## config.mk

```make
export PLATFORM = sky130hd
export DESIGN_NAME = pcm_dual_port
export DESIGN_NICKNAME = d
export VERILOG_FILES = /design/src/rtl/pcm_port_pkg.sv /design/src/rtl/pcm_edge_sync.sv /design/src/rtl/pcm_slot_timer.sv /design/src/rtl/pcm_rx_lane.sv /design/src/rtl/pcm_dual_port.sv
export SDC_FILE = /design/constraint.sdc
export NUM_CORES = 1
export LEC_CHECK = 0
export BUFFER_PORTS_ARGS = -buffer_cell sky130_fd_sc_hd__buf_2
export CAP_MARGIN = 20
export CELL_PAD_IN_SITES_DETAIL_PLACEMENT = 1
export CELL_PAD_IN_SITES_GLOBAL_PLACEMENT = 1
export CORE_MARGIN = 5
export CORE_UTILIZATION = 35
export CTS_BUF_LIST = sky130_fd_sc_hd__clkbuf_16
export DETAILED_ROUTE_END_ITERATION = 16
export GPL_ROUTABILITY_DRIVEN = 1
export GPL_TIMING_DRIVEN = 0
export PLACE_DENSITY = 0.75
export RECOVER_POWER = 25
export SLEW_MARGIN = 20
export SYNTH_ARGS = -nofsm -noshare
export SYNTH_HDL_FRONTEND = slang
export SYNTH_SLANG_ARGS = --single-unit
```

## constraint.sdc

```tcl
create_clock -name clk -period 3.7 [get_ports clk]
set_input_delay 0.37 -clock clk [delete_from_list [all_inputs] [get_ports clk]]
set_output_delay 0.37 -clock clk [all_outputs]
set_load 0.01 [all_outputs]
```

## src/rtl/pcm_port_pkg.sv

```systemverilog
package pcm_port_pkg;

    typedef enum logic [1:0] {
        PM_SPLIT = 2'b00,
        PM_MUX   = 2'b01,
        PM_CROSS = 2'b10,
        PM_OFF   = 2'b11
    } pcm_mode_e;

    typedef enum logic [1:0] {
        TS_IDLE  = 2'b00,
        TS_SLOT0 = 2'b01,
        TS_SLOT1 = 2'b10
    } slot_state_e;

    localparam int NUM_LANES = 2;

endpackage

```

## src/rtl/pcm_edge_sync.sv

```systemverilog
module pcm_edge_sync #(
    parameter int W      = 7,
    parameter int STAGES = 2
) (
    input  logic         clk,
    input  logic         rst_n,
    input  logic [W-1:0] raw_i,
    output logic [W-1:0] sync_o,
    output logic         rise_o,
    output logic         fall_o
);

    logic [STAGES-1:0][W-1:0] pipe_q;
    logic                     prev_q;

    always_ff @(posedge clk or negedge rst_n) begin
        if (!rst_n) begin
            pipe_q <= '0;
            prev_q <= 1'b0;
        end else begin
            pipe_q <= {pipe_q[STAGES-2:0], raw_i};
            prev_q <= pipe_q[STAGES-1][0];
        end
    end

    // bit 0 of the bundle is the bit clock
    assign sync_o = pipe_q[STAGES-1];
    assign rise_o = sync_o[0] & ~prev_q;
    assign fall_o = ~sync_o[0] & prev_q;

endmodule

```

## src/rtl/pcm_slot_timer.sv

```systemverilog
module pcm_slot_timer
    import pcm_port_pkg::*;
#(
    parameter int SAMPLE_W = 8
) (
    input  logic                          clk,
    input  logic                          rst_n,
    input  logic                          en_i,
    input  logic                          rise_i,
    input  logic                          sync_i,
    input  logic                          two_slot_i,
    output slot_state_e                   state_o,
    output logic [$clog2(SAMPLE_W)-1:0]   bit_o,
    output logic                          start_o
);

    localparam int BW = $clog2(SAMPLE_W);
    localparam logic [BW-1:0] TOP_BIT = BW'(SAMPLE_W - 1);
    localparam logic [BW-1:0] ONE     = BW'(1);

    slot_state_e     state_q, state_d;
    logic [BW-1:0]   bit_q, bit_d;

    // next state
    always_comb begin
        state_d = state_q;
        bit_d   = bit_q;
        if (!en_i) begin                         // HALT
            state_d = TS_IDLE;
            bit_d   = TOP_BIT;
        end else if (rise_i && sync_i) begin     // START
            state_d = TS_SLOT0;
            bit_d   = TOP_BIT;
        end else if (rise_i) begin
            unique case (state_q)
                TS_IDLE: begin
                    state_d = TS_IDLE;
                end
                TS_SLOT0: begin
                    if (bit_q == '0) begin
                        state_d = two_slot_i ? TS_SLOT1 : TS_IDLE;  // CHAIN / END
                        bit_d   = TOP_BIT;
                    end else begin
                        bit_d   = bit_q - ONE;                      // STEP
                    end
                end
                TS_SLOT1: begin
                    if (bit_q == '0) begin
                        state_d = TS_IDLE;                          // END
                        bit_d   = TOP_BIT;
                    end else begin
                        bit_d   = bit_q - ONE;                      // STEP
                    end
                end
                default: begin
                    state_d = TS_IDLE;
                    bit_d   = TOP_BIT;
                end
            endcase
        end
    end

    // state register
    always_ff @(posedge clk or negedge rst_n) begin
        if (!rst_n) begin
            state_q <= TS_IDLE;
            bit_q   <= TOP_BIT;
        end else begin
            state_q <= state_d;
            bit_q   <= bit_d;
        end
    end

    // outputs
    always_comb begin
        state_o = state_q;
        bit_o   = bit_q;
        start_o = en_i & rise_i & sync_i;
    end

endmodule

```

## src/rtl/pcm_rx_lane.sv

```systemverilog
module pcm_rx_lane #(
    parameter int SAMPLE_W = 8
) (
    input  logic                clk,
    input  logic                rst_n,
    input  logic                cap_i,
    input  logic                last_i,
    input  logic                far_bit_i,
    input  logic                near_bit_i,
    output logic                stb_o,
    output logic [SAMPLE_W-1:0] far_byte_o,
    output logic [SAMPLE_W-1:0] near_byte_o
);

    logic [SAMPLE_W-1:0] far_sh_q, near_sh_q;

    always_ff @(posedge clk or negedge rst_n) begin
        if (!rst_n) begin
            far_sh_q    <= '0;
            near_sh_q   <= '0;
            far_byte_o  <= '0;
            near_byte_o <= '0;
            stb_o       <= 1'b0;
        end else begin
            stb_o <= cap_i & last_i;
            if (cap_i) begin
                far_sh_q  <= {far_sh_q[SAMPLE_W-2:0], far_bit_i};
                near_sh_q <= {near_sh_q[SAMPLE_W-2:0], near_bit_i};
            end
            if (cap_i && last_i) begin
                far_byte_o  <= {far_sh_q[SAMPLE_W-2:0], far_bit_i};
                near_byte_o <= {near_sh_q[SAMPLE_W-2:0], near_bit_i};
            end
        end
    end

endmodule

```

## src/rtl/pcm_dual_port.sv

```systemverilog
module pcm_dual_port
    import pcm_port_pkg::*;
#(
    parameter int SAMPLE_W    = 8,
    parameter int SYNC_STAGES = 2
) (
    input  logic                     clk,
    input  logic                     rst_n,
    input  logic [1:0]               mode_i,
    input  logic                     bclk_i,
    input  logic                     sync0_i,
    input  logic                     sync1_i,
    input  logic [1:0]               far_in_i,
    input  logic [1:0]               near_in_i,
    input  logic [1:0][SAMPLE_W-1:0] far_tx_i,
    input  logic [1:0][SAMPLE_W-1:0] near_tx_i,
    output logic [1:0]               far_out_o,
    output logic [1:0]               far_oe_o,
    output logic [1:0]               near_out_o,
    output logic [1:0]               near_oe_o,
    output logic [1:0]               rx_stb_o,
    output logic [1:0][SAMPLE_W-1:0] far_rx_o,
    output logic [1:0][SAMPLE_W-1:0] near_rx_o
);

    localparam int BW    = $clog2(SAMPLE_W);
    localparam int RAW_W = 3 + 2 * NUM_LANES;

    // ---- input synchronisation and bit-clock edges
    logic [RAW_W-1:0] raw_bus, syn_bus;
    logic             bclk_rise, bclk_fall;
    logic             sync0_s, sync1_s;
    logic [1:0]       far_s, near_s;

    assign raw_bus = {near_in_i, far_in_i, sync1_i, sync0_i, bclk_i};

    pcm_edge_sync #(.W(RAW_W), .STAGES(SYNC_STAGES)) u_sync (
        .clk    (clk),
        .rst_n  (rst_n),
        .raw_i  (raw_bus),
        .sync_o (syn_bus),
        .rise_o (bclk_rise),
        .fall_o (bclk_fall)
    );

    assign sync0_s = syn_bus[1];
    assign sync1_s = syn_bus[2];
    assign far_s   = syn_bus[4:3];
    assign near_s  = syn_bus[6:5];

    // ---- mode register: follows the pin in reset, reloads at sync-0 frame start
    pcm_mode_e   mode_q;
    logic        start0, start1;
    slot_state_e st0, st1;
    logic [BW-1:0] bit0, bit1;

    always_ff @(posedge clk) begin
        if (!rst_n || start0) begin
            mode_q <= pcm_mode_e'(mode_i);
        end
    end

    // ---- slot timers
    pcm_slot_timer #(.SAMPLE_W(SAMPLE_W)) u_tmr0 (
        .clk        (clk),
        .rst_n      (rst_n),
        .en_i       (1'b1),
        .rise_i     (bclk_rise),
        .sync_i     (sync0_s),
        .two_slot_i (mode_q == PM_MUX),
        .state_o    (st0),
        .bit_o      (bit0),
        .start_o    (start0)
    );

    pcm_slot_timer #(.SAMPLE_W(SAMPLE_W)) u_tmr1 (
        .clk        (clk),
        .rst_n      (rst_n),
        .en_i       (mode_q == PM_SPLIT),
        .rise_i     (bclk_rise),
        .sync_i     (sync1_s),
        .two_slot_i (1'b0),
        .state_o    (st1),
        .bit_o      (bit1),
        .start_o    (start1)
    );

    // ---- lane map: which timer, slot and pins serve each channel
    logic [1:0]          lane_act;
    logic [1:0][BW-1:0]  lane_bit;
    logic [1:0]          lane_far, lane_near;

    always_comb begin
        lane_act[0]  = (mode_q != PM_OFF) && (st0 == TS_SLOT0);
        lane_bit[0]  = bit0;
        lane_far[0]  = (mode_q == PM_CROSS) ? 1'b0 : far_s[0];
        lane_near[0] = near_s[0];
        unique case (mode_q)
            PM_SPLIT: begin
                lane_act[1]  = (st1 == TS_SLOT0);
                lane_bit[1]  = bit1;
                lane_far[1]  = far_s[1];
                lane_near[1] = near_s[1];
            end
            PM_MUX: begin
                lane_act[1]  = (st0 == TS_SLOT1);
                lane_bit[1]  = bit0;
                lane_far[1]  = far_s[0];
                lane_near[1] = near_s[0];
            end
            PM_CROSS: begin
                lane_act[1]  = (st0 == TS_SLOT0);
                lane_bit[1]  = bit0;
                lane_far[1]  = 1'b0;
                lane_near[1] = near_s[1];
            end
            default: begin
                lane_act[1]  = 1'b0;
                lane_bit[1]  = bit0;
                lane_far[1]  = 1'b0;
                lane_near[1] = 1'b0;
            end
        endcase
    end

    // ---- receive lanes
    for (genvar g = 0; g < NUM_LANES; g++) begin : g_lane
        pcm_rx_lane #(.SAMPLE_W(SAMPLE_W)) u_lane (
            .clk         (clk),
            .rst_n       (rst_n),
            .cap_i       (lane_act[g] & bclk_fall),
            .last_i      (lane_bit[g] == '0),
            .far_bit_i   (lane_far[g]),
            .near_bit_i  (lane_near[g]),
            .stb_o       (rx_stb_o[g]),
            .far_byte_o  (far_rx_o[g]),
            .near_byte_o (near_rx_o[g])
        );
    end

    // ---- serial outputs and enables
    logic mux_mode, split_mode, cross_mode;
    logic far_bit0, near_bit0;

    assign mux_mode   = (mode_q == PM_MUX);
    assign split_mode = (mode_q == PM_SPLIT);
    assign cross_mode = (mode_q == PM_CROSS);

    always_comb begin
        far_oe_o[0]  = lane_act[0] | (mux_mode & lane_act[1]);
        near_oe_o[0] = (lane_act[0] & ~cross_mode) | (mux_mode & lane_act[1]);
        far_oe_o[1]  = lane_act[1] & (split_mode | cross_mode);
        near_oe_o[1] = lane_act[1] & split_mode;

        far_bit0  = lane_act[0] ? far_tx_i[0][lane_bit[0]]  : far_tx_i[1][lane_bit[1]];
        near_bit0 = lane_act[0] ? near_tx_i[0][lane_bit[0]] : near_tx_i[1][lane_bit[1]];

        far_out_o[0]  = far_oe_o[0]  & far_bit0;
        near_out_o[0] = near_oe_o[0] & near_bit0;
        far_out_o[1]  = far_oe_o[1]  & far_tx_i[1][lane_bit[1]];
        near_out_o[1] = near_oe_o[1] & near_tx_i[1][lane_bit[1]];
    end

endmodule

```

==> results, run 1 <==
- The run finished, with violations left.
- The final reports fail on capacitance limit, slew limit.
- The level count of the clock H-tree is 3.
- The finished layout holds 568 standard cells, fillers aside.
- From bottom edge to top edge, the die measures 115.4 um.
- In the routed design, unresolved DRC markers number 0.
- Of all cell types, the one taking the most synthesized area is dfrtp_1.
- The actual slew at the worst max-slew pin is 1838 ps.
- The die span in x is 115.4 um.
- Of the total power, registers draw 44.2%.
- Summing all placed instances gives a cell area of 4512 um2.
- The clock sink total is 88.
- Before CTS, the worst setup slack after placement is 1077 ps.
- The detail route stage leaves a number of antenna-violating nets equal to 0.
- The required time of the critical path is 3330 ps.
- The number of detailed-route iterations in the first pass is 4.
- The net count of the mapped netlist is 377.
- After clock tree synthesis, the clock-pin slew on the worst setup and hold paths is 60 ps.
- The count of cells along the worst register-to-register path is 10.
- In this run the worst path has a maximum fanout of 10.
- After layout, the worst path uses 80.28% of the clock period.
- For this run, asynchronously set or reset flops after synthesis account for 97.73%.
- The count of buffers inserted at the top-level ports is 84.
- In this run the mean area of a mapped cell was 11.88 um2.
- The setup fix buffers added after clock tree synthesis is 0.
- Derived from the worst setup path, the maximum achievable clock frequency is 336.7 MHz.
- The internal power is 1.954 mW.
- The unique cell type count in the Yosys netlist is 48.
- The destination of the worst register-to-register timing path is g_lane[1].u_lane.near_byte_o[7]$_DFFE_PN0P_.
- The first global-routing pass estimated 14680 um of wire.
- In this run, synthesis inferred 2 flip-flops with an integrated enable.
- The category of the most critical setup path is register to output pin.
- Setup repair after global routing left no endpoint under its margin.
- The floorplan row count is 38.
- The worst-case clock skew is 5.334 ps.
- The worst setup path is launched from a register.
- The clock latency reported for the late side of the worst-skew pair is 340 ps.
- The final global-route overflow total is 0.
- The static leakage is 2.493 nW.
- The analysis attributes to net switching a power of 756.4 uW.
- The combinational cell fraction of total power is 20.2%.
- The cell area after synthesis is 3886 um2.
- The commonest cells after synthesis are dfrtp_1, nand2_1, mux2_2.
- The number of max-slew violations in the final report is 36.
- The longest clock path from root to sink contains 2 buffers.
- The routed layout has 2764 vias.
- For this run, the number of Yosys warnings is 0.
- Setup violations remaining at the end of the flow were counted as 0.
- The completed layout was analyzed and its total power is 2.711 mW.
- The net total in the final layout is 473.
- After detailed routing, the average wire length per cell comes to 15.46 um.
- The detailed router finished its first iteration with 107 violations.
- Power spread over the standard cell area amounts to 564.3 nW/um2.
- The most used flip-flop cell after synthesis is dfrtp_1.
- Yosys instantiated no cell more often than dfrtp_1.
- The path with the worst hold slack has its endpoint at u_sync.pipe_q[1]$_DFF_PN0_.
- The filler cells instantiated in the layout total 1213.
- After synthesis the netlist holds a flip-flop and latch count of 88.
- The finished cells cover 4803 um2.
- The starting density of the core is 35.85%.
- The worst hold path cell count is 1.
- From synthesis to final layout, the design area changed by 23.60%.
- The number of buffers created by CTS is 9.
- Once the clock tree was built, the resizer swapped 0 gates to a different size.
- TritonCTS built the clock tree.
- The final core utilization is 44.31%.
- The largest voltage drop on the vdd net is 0.0001998 V.
- The startpoint identified for the worst hold timing path is sync0_i.
- The minimum clock period after layout is 2970 ps.
- The final worst-path setup slack is 729.8 ps.
- The largest net degree at the start of global routing is 54.
- Global routing used 14.06% of the available tracks.
- Sequential cells were found to cover 57.12% of the synthesized design area.
- Of the cells placed in the final design, the portion with a size suffix greater than 1 is 39.49%.
- The total detailed-routing wirelength is 8781 um.
- The HPWL reported at the end of detailed placement is 6643 um.
- The antenna cell count is 0.
- The synthesized netlist cell count is 327.
- Dividing the detail-routed via count by the number of cells gives 4.866.
- The kind of end point of the critical path is an output pin.
- Setup slack on the worst reg-to-reg path comes out at 1230 ps.
- The data arrival at the endpoint of the critical path is 2600 ps.
- The initial antenna violation count is 0.
- In this run the biggest area consumer among cell types represents 51.51% of the synthesized area.
- The classification of the worst-slack hold path is input port to register.
- The count of boundary I/O pins is 85.
- The part of the total power dissipated in the clock network is 35.6%.
- The total area inside the core boundary comes to 10840 um2.
- The congestion estimate from routability-driven global placement came to 0.7929.
- The final hold violation count is 0.
- The share of total power consumed by net switching is 27.90%.
- The total negative slack is 0 ps.
- The clock tree root driver cell is clkbuf_16.
- In this run, post-CTS hold repair placed 0 buffers.
- The floorplan step defined a die boundary enclosing 13310 um2.
- The via count of the first global-routing pass is 2952.
- The relative max-transition margin is -22.56%.
- The start of the worst register-to-register path is u_tmr0.state_o[1]$_DFFE_PN0P_.
- The number of cells in the design after placement is 552.
- Final hold analysis gives a worst-case slack of 139.9 ps.
- Max-cap violations in this run came to 1.
- Yosys attributes the largest share of cell area to dfrtp_1, mux2_2, nand2_1.
## registers in the layout, summed over array words and instances (netlist names), 3 cells and up
| name | cells |
|---|---|
| g_lane.u_lane.far_sh_q | 14 |
| g_lane.u_lane.near_sh_q | 14 |
| u_sync.sync_o | 7 |
| g_lane.u_lane.near_byte_o | 16 |
| g_lane.u_lane.far_byte_o | 16 |
| u_tmr1.bit_o | 3 |
| u_tmr0.bit_o | 3 |
| u_sync.pipe_q | 7 |
## critical path: stages (launching register included)
cell	delay (ps)
edfxtp_1	380
buf_2	200
or2_1	240
buf_2	170
o21ai_1	300
a21oi_1	80
a22o_1	250
a311o_1	320
nor3_2	170
buf_2	150
## cell families (layout without fill, tap and decap cells)
group,after synthesis,in the layout,synth area share (%)
multiplexers,47,47,15.52
AO/OA/AOI/OAI,50,50,8.468
flip-flops,88,88,57.12
adder cells (fa/ha/maj),7,7,2.254
buffers and inverters,26,127,3.863
AND/OR/NAND/NOR,109,109,12.78
## metal layers
layer	wire length [um]	GRT usage [%]
met2	4301	22.45
met3	437	3.263
met4	141	5.164
met5	0	0
met1	3900	18.71
## power by group through the flow
stage	sequential (mW)	combinational, mW	clock [mW]
final	1.20	0.546	0.966
after CTS	1.20	0.560	0.996
after floorplan	1.20	0.374	0
after detailed placement	1.22	0.557	0
after global routing	1.22	0.615	1.04
after global placement	1.21	0.531	0
## how the worst max path moves through the flow
stage | startpoint | to | depth (start not counted)
final | mode_q[1]$_DFFE_PP_ | far_out_o[1] | 9
after global routing | rst_n | g_lane[0].u_lane.near_byte_o[1]$_DFFE_PN0P_ | 2
after CTS | mode_q[1]$_DFFE_PP_ | far_out_o[1] | 9
after detailed placement | mode_q[1]$_DFFE_PP_ | far_out_o[1] | 9
after global placement | mode_q[0]$_DFFE_PP_ | far_out_o[1] | 9
after floorplan | mode_q[1]$_DFFE_PP_ | near_out_o[0] | 8
## final cells by class
cell class	instances	area (um2)	share of cell area [%]
Buffer	17	116.4	2.423
Clock buffer	9	225.2	4.689
Clock inverter	7	95.09	1.980
Inverter	9	33.78	0.7033
Multi-Input combinational cell	213	1516	31.57
Sequential cell	88	2220	46.21
Tap cell	140	175.2	3.647
Timing Repair Buffer	85	421.7	8.778
## cells in the final DEF, fill, tap and decap left out, types with 3 or more instances in the layout
master      n
o21ai_0    10
mux2_2     34
buf_6       3
clkbuf_16   9
mux2_4      8
buf_2      86
dfstp_2     6
nor2_1     12
clkbuf_1    9
nand3_1     3
nand2_1    72
mux4_2      4
dfrtp_1    80
a21oi_1    16
a31oi_1     6
ha_1        7
nand2b_1    3
inv_1      10
nor2b_1     4
Power figures use the tool's default switching activity.
==> inputs of run 2 (changes only) <==
==> constraint.sdc (replaced) <==
create_clock -name clk -period 2.9 [get_ports clk]
set_input_delay 0.29 -clock clk [delete_from_list [all_inputs] [get_ports clk]]
set_output_delay 0.29 -clock clk [all_outputs]
set_load 0.01 [all_outputs]
==> results, run 2 (same netlist as run 1, synthesis figures left out) <==
- The power density relative to cell area came to 716.8 nW/um2 (+27%).
- The number of detailed-route iterations in the first pass was 4 (unchanged).
- The worst path in the final design needs a cycle of 2782 ps, including I/O delays and setup.
- The number of failing setup endpoints in the final timing report is 0 (unchanged).
- The initial antenna violation count came to 0 (unchanged).
- The relative max-transition margin came to 60.41% (+83 points).
- The actual slew at the worst max-slew pin was 585.7 ps (-1253 ps).
- The largest net degree at the start of global routing is 54 (unchanged).
- The number of cells in the design after placement is 552 (unchanged).
- The power consumption is 3.518 mW (+30%).
- The worst setup path is of the register to output pin kind.
- The global-route wire length before repair is 14700 um (about the same).
- The final worst-path setup slack is 118.0 ps (-611.8 ps).
- The floorplan row count is 38 (unchanged).
- The number of maximum-capacitance violations is 0 (-1).
- The library cells used most frequently in the layout, excluding fill and tap cells, are buf_2, dfrtp_1, nand2_1.
- The remaining antenna violation count was 0 (unchanged).
- The starting DRC count in detailed routing came to 87 (-19%).
- The final hold violation count was 0 (unchanged).
- The HPWL reported at the end of detailed placement was 6643 um (unchanged).
- The static leakage came to 2.521 nW (+1.1%).
- The starting density of the core is 35.85% (unchanged).
- The placeable core region was 10840 um2 (unchanged).
- The level count of the clock H-tree is 3 (unchanged).
- The register clock-pin slew on the reported worst setup and hold paths is 60 ps (about the same).
- STA classifies the critical path endpoint as an output pin.
- The worst hold path cell count is 1 (unchanged).
- The clock latency reported for the late side of the worst-skew pair is 340 ps (about the same).
- Clock tree synthesis selected as its root buffer the cell clkbuf_16.
- The data arrival at the endpoint of the critical path came to 2490 ps (-110 ps).
- The detail-routed net length per standard cell was 15.76 um (+1.9%).
- The via count of the first global-routing pass is 2951 (-0.034%).
- The combined global-route utilization of all metal layers came to 14.07% (about the same).
- The final critical path takes up 95.93% of the cycle.
- The count of cells along the worst register-to-register path is 10 (unchanged).
- The clock sink total is 88 (unchanged).
- The fraction of final layout cells sized beyond drive strength 1 is 40.28% (+0.79 points).
- The maximum fanout count along the critical path is 10 (unchanged).
- The classification of the worst-slack hold path is input port to register.
- The number of buffers created by CTS is 9 (unchanged).
- The total number of vias is 2805 (+1.5%).
- The final core utilization was 45.28% (+0.97 points).
- The global placement routability congestion is 0.7929 (unchanged).
- The CTS tree is yes.
- The largest registers in the layout are g_lane.u_lane.far_byte_o: 16 flops, g_lane.u_lane.near_byte_o: 16 flops.
- The largest voltage drop on the vdd net is 0.0002549 V (+28%).
- The total detailed-routing wirelength came to 9014 um (+2.7%).
- The floorplan die height is 115.4 um (unchanged).
- The run finished with clean final reports.
- The count of buffers inserted at the top-level ports is 84 (unchanged).
- The startpoint type of the worst setup path is a register.
- The required time of the critical path is 2610 ps (-720 ps).
- The minimum setup slack after placement is 356.8 ps (-720.0 ps).
- The final cell count without fillers is 572 (+0.70%).
- The net total in the final layout came to 477 (+0.85%).
- The via density per instance is 4.904 (+0.77%).
- The count of boundary I/O pins was 85 (unchanged).
- The number of buffers on the longest clock path is 2 (unchanged).
- The antenna cell count came to 0 (unchanged).
- The number of design rule violations left after detail routing is 0 (unchanged).
- The timing-limited maximum frequency is 359.5 MHz.
- The number of max-slew violations in the final report was 0 (-100%).
- The area growth from synthesis to layout is 26.30%.
- The final global-route overflow total is 0 (unchanged).
- The worst-case clock skew is 5.277 ps (-0.05709 ps).
- The total die area is 13310 um2 (unchanged).
- The die span in x is 115.4 um (unchanged).
[run 2: critical path, cell delays in order (launching register included)]
cell and delay, ps:
edfxtp_1 390, buf_4 190, or2_1 230, buf_4 190
o21ai_4 210, nand2_1 80, a22o_1 230, a311o_1 330
a21oi_1 150, buf_2 150
[run 2: repair_timing]
item / in CTS / in global routing
hold buffers: 1 / 0
cloned: 0 / 1
resized for setup: 1 / 11
setup buffers: 0 / 3
pin swaps: 0 / 2
endpoints found under the setup margin: 1 / 4
endpoints found under the hold margin: 27 / 0
[run 2: final cells by class]
class	instances	area (um2)
plain buffers	16	118.9
flip-flops and latches	88	2220
inverters	9	33.78
repair buffers	89	475.5
clock buffers	9	225.2
fillers	1208	5932
well taps	140	175.2
multi-input cells	214	1565
clock inverters	7	95.09
[run 2: report_power, final]
group	leakage, nW	internal [mW]	switching, mW
combinational	1.21	0.357	0.380
clock	0.161	0.756	0.479
sequential	1.15	1.41	0.133
[run 2: final timing paths]
kind / endpoint / from / slack, ps
max in group asynchronous: g_lane[1].u_lane.near_byte_o[0]$_DFFE_PN0P_ / rst_n / 1830
hold / removal: u_sync.pipe_q[5]$_DFF_PN0_ / near_in_i[0] / 60
setup reg to reg: g_lane[1].u_lane.near_byte_o[7]$_DFFE_PN0P_ / u_tmr0.state_o[1]$_DFFE_PN0P_ / 440
min in group asynchronous: u_sync.pipe_q[2]$_DFF_PN0_ / rst_n / 450
setup / recovery: far_out_o[0] / mode_q[1]$_DFFE_PP_ / 120
hold reg to reg: u_sync.sync_o[0]$_DFF_PN0_ / u_sync.pipe_q[0]$_DFF_PN0_ / 350
[run 2: routing by layer]
layer	global-route usage, %	up-vias	wire length, um
met5	0	-	0
met3	3.263	15	420
met4	5.164	0	172
met1	18.74	1404	4046
met2	22.45	59	4374
li1	-	1327	-
[run 2: per-stage QoR]
step / setup TNS (ps) / hold WS, ps / area, um2
2_1_floorplan: 0 / -5.591 / 3886
3_3_place_gp: 0 / 333.1 / 4482
3_5_place_dp: 0 / 280.3 / 4512
4_1_cts: 0 / 44.96 / 4846
5_1_grt: -14.49 / 43.51 / 4908
6_report: 0 / 58.63 / 4908
==> inputs of run 3 (changes only) <==
--- a/config.mk
+++ b/config.mk
@@ -17,6 +17,7 @@
 export GPL_TIMING_DRIVEN = 0
 export PLACE_DENSITY = 0.75
 export RECOVER_POWER = 25
+export REMOVE_ABC_BUFFERS = 1
 export SLEW_MARGIN = 20
 export SYNTH_ARGS = -nofsm -noshare
 export SYNTH_HDL_FRONTEND = slang
==> results, run 3 (same netlist as run 1, synthesis figures left out) <==
- The run finished with clean final reports.
- The worst-case clock skew is 5.695 ps (+0.4187 ps).
- The net total in the final layout was 467 (-2.1%).
- The launch point of the critical path is mode_q[1]$_DFFE_PP_.
- The layout overhead on the synthesized area is 24.57%.
- The share of the clock period used by the worst path is 93.97% (-2.0 points).
- By instance count, the cell type seen most on the critical path is a21oi_1.
- The final hold violation count was 0 (unchanged).
- The data arrival at the endpoint of the critical path is 2440 ps (-50 ps).
- The count of buffers inserted at the top-level ports came to 84 (unchanged).
- The number of filler cells placed in the layout came to 1211 (+0.25%).
- The final global-route overflow total is 0 (unchanged).
- The maximum fanout count along the critical path is 8 (-2).
- The starting DRC count in detailed routing is 89 (+2.3%).
- Walking the worst path, the cells encountered are o21ai_2, a21boi_4, a21oi_1, a22o_1, a311o_1, a21oi_1, buf_2.
- The number of failing setup endpoints in the final timing report is 0 (unchanged).
- The antenna cell count was 0 (unchanged).
- The kind of end point of the critical path is an output pin.
- The via density per instance is 4.931 (+0.55%).
- The number of detailed-route iterations in the first pass is 4 (unchanged).
- The share of total power consumed by net switching came to 27.94% (-0.25 points).
- The level count of the clock H-tree is 3 (unchanged).
- The switching power is 977.4 uW (-1.4%).
- The relative max-transition margin is 28.73% (-32 points).
- The number of cells in the design after placement is 537 (-2.7%).
- The clock latency reported for the late side of the worst-skew pair is 330 ps (about the same).
- The CTS tree is yes.
- The HPWL reported at the end of detailed placement is 6461 um (-2.7%).
- The global placement routability congestion is 0.7883 (-0.58%).
- The buffers plus inverters on the worst setup path came to 1 (-2).
- The placeable core region is 10840 um2 (unchanged).
- The worst reg-to-reg setup slack came to 190 ps (-250 ps).
- The library cells used most frequently in the layout, excluding fill and tap cells, are dfrtp_1, buf_2, nand2_1.
- The number of buffers on the longest clock path is 2 (unchanged).
- The critical path in this run is classified as register to output pin.
- The die span in x is 115.4 um (unchanged).
- The total detailed-routing wirelength was 8932 um (-0.91%).
- The power density relative to cell area came to 722.7 nW/um2 (+0.83%).
- The starting density of the core is 35.85% (unchanged).
- The end point of the most critical hold path is u_sync.pipe_q[4]$_DFF_PN0_.
- The minimum clock period after layout is 2725 ps (-56.98 ps).
- The via count of the first global-routing pass is 3032 (+2.7%).
- The worst hold path cell count is 1 (unchanged).
- The actual slew at the worst max-slew pin came to 1069 ps (+483.3 ps).
- The floorplan die height is 115.4 um (unchanged).
- The number of design rule violations left after detail routing was 0 (unchanged).
- The timing-limited maximum frequency was 367.0 MHz (+2.1%).
- The largest voltage drop on the vdd net is 0.0003130 V (+23%).
- The start of the worst register-to-register path is mode_q[0]$_DFFE_PP_.
- The number of maximum-capacitance violations is 0 (unchanged).
- The remaining antenna violation count is 0 (unchanged).
- The startpoint type of the worst setup path is a register.
- The detail-routed net length per standard cell came to 15.89 um (+0.85%).
- The destination of the worst register-to-register timing path is g_lane[1].u_lane.far_byte_o[5]$_DFFE_PN0P_.
- The floorplan row count is 38 (unchanged).
- The count of boundary I/O pins is 85 (unchanged).
- The total die area is 13310 um2 (unchanged).
- The start point of the worst min-delay path is far_in_i[1].
- The global-route wire length before repair was 14980 um (+1.9%).
- The required time of the critical path was 2610 ps (about the same).
- The number of buffers created by CTS is 9 (unchanged).
- The initial antenna violation count came to 0 (unchanged).
- The delay of the slowest cell on the worst path is 510 ps (+120 ps).
- The number of max-slew violations in the final report is 0 (unchanged).
- The part of the total power dissipated in the clock network is 35.5% (+0.4 points).
- The static leakage was 2.521 nW (about the same).
- The largest individual stage delay along the critical path comes from the cell edfxtp_1.
- In this design, the largest share of critical-path delay is due to compound AO/OA/AOI/OAI gates.
- The sequential share of power was 45.0% (+1.0 points).
- The largest net degree at the start of global routing is 49 (-9.3%).
- The register clock-pin slew on the reported worst setup and hold paths is 60 ps (about the same).
- The classification of the worst-slack hold path is input port to register.
- The largest registers in the layout are g_lane.u_lane.far_byte_o: 16 flops, g_lane.u_lane.near_byte_o: 16 flops.
- The combinational cell fraction of total power is 19.5% (-1.4 points).
- The fraction of final layout cells sized beyond drive strength 1 was 40.76% (+0.48 points).
- The total negative slack was 0 ps (unchanged).
- The count of cells along the worst register-to-register path came to 7 (-3).
- The clock sink total is 88 (unchanged).
- The total number of vias was 2771 (-1.2%).
- The combined global-route utilization of all metal layers is 14.14% (+0.078 points).
- The internal power is 2.521 mW (-0.21%).
- The clock tree root driver cell is clkbuf_16.
- The power consumption is 3.499 mW (-0.56%).
- The final cell count without fillers is 562 (-1.7%).
-- run 3: worst reg2reg max path, stage by stage, from the launching register on --
cell      delay [ps]
edfxtp_1         510
buf_4            220
and3b_2          260
a21oi_4           50
nor4bb_4         490
nor3b_4          450
buf_6            250
mux2_2           360
-- run 3: power by group through the flow --
| stage | Clock [mW] | Sequential, mW | Combinational [mW] |
|---|---|---|---|
| 4_1_cts | 1.28 | 1.58 | 0.672 |
| 3_3_place_gp | 0 | 1.58 | 0.612 |
| 3_5_place_dp | 0 | 1.60 | 0.653 |
| 5_1_grt | 1.34 | 1.60 | 0.772 |
| 2_1_floorplan | 0 | 1.56 | 0.432 |
| 6_report | 1.24 | 1.57 | 0.682 |
-- run 3: layout make-up --
| type | instances | area, um2 | area share (%) |
|---|---|---|---|
| inverters | 9 | 33.78 | 0.6979 |
| flip-flops and latches | 88 | 2220 | 45.85 |
| well taps | 140 | 175.2 | 3.619 |
| clock buffers | 9 | 225.2 | 4.652 |
| repair buffers | 96 | 533.0 | 11.01 |
| clock inverters | 7 | 102.6 | 2.119 |
| multi-input cells | 213 | 1551 | 32.05 |
-- run 3: metrics by stage --
step / cell area (um2) / hold slack (ps) / worst slack (ps) / util (%)
after floorplan: 3770 / -5.591 / -651.2 / -
after global placement: 4365 / 333.6 / -1656 / 40.27
after detailed placement: 4429 / 316.5 / -140.7 / 40.86
after CTS: 4801 / 44.77 / 6.162 / 44.29
after global routing: 4841 / 48.78 / -15.80 / 44.66
final: 4841 / 61.54 / 175.0 / 44.66
-- run 3: per-layer routing --
metal	GRT usage, %	share of wire (%)
met5	0	0
met4	4.538	1.1
met3	3.684	6.4
met2	23.42	48
met1	18.13	44
-- run 3: how the worst max path moves through the flow --
stage | endpoint | slack (ps) | cells after the start
floorplan | g_lane[1].u_lane.far_byte_o[0]$_DFFE_PN0P_ | -650 | 5
global placement | g_lane[1].u_lane.far_byte_o[1]$_DFFE_PN0P_ | -1660 | 5
detailed placement | g_lane[0].u_lane.near_byte_o[1]$_DFFE_PN0P_ | -140 | 6
CTS | near_out_o[0] | 6 | 7
global route | near_out_o[0] | -20 | 7
finish | near_out_o[0] | 170 | 7
-- run 3: what timing repair did --
action,in CTS,in global routing
pin swaps,1,1
cloned,0,0
setup buffers,4,4
hold buffers,1,0
setup endpoints to repair,20,4
endpoints found under the hold margin,32,0
gates resized for setup,1,3
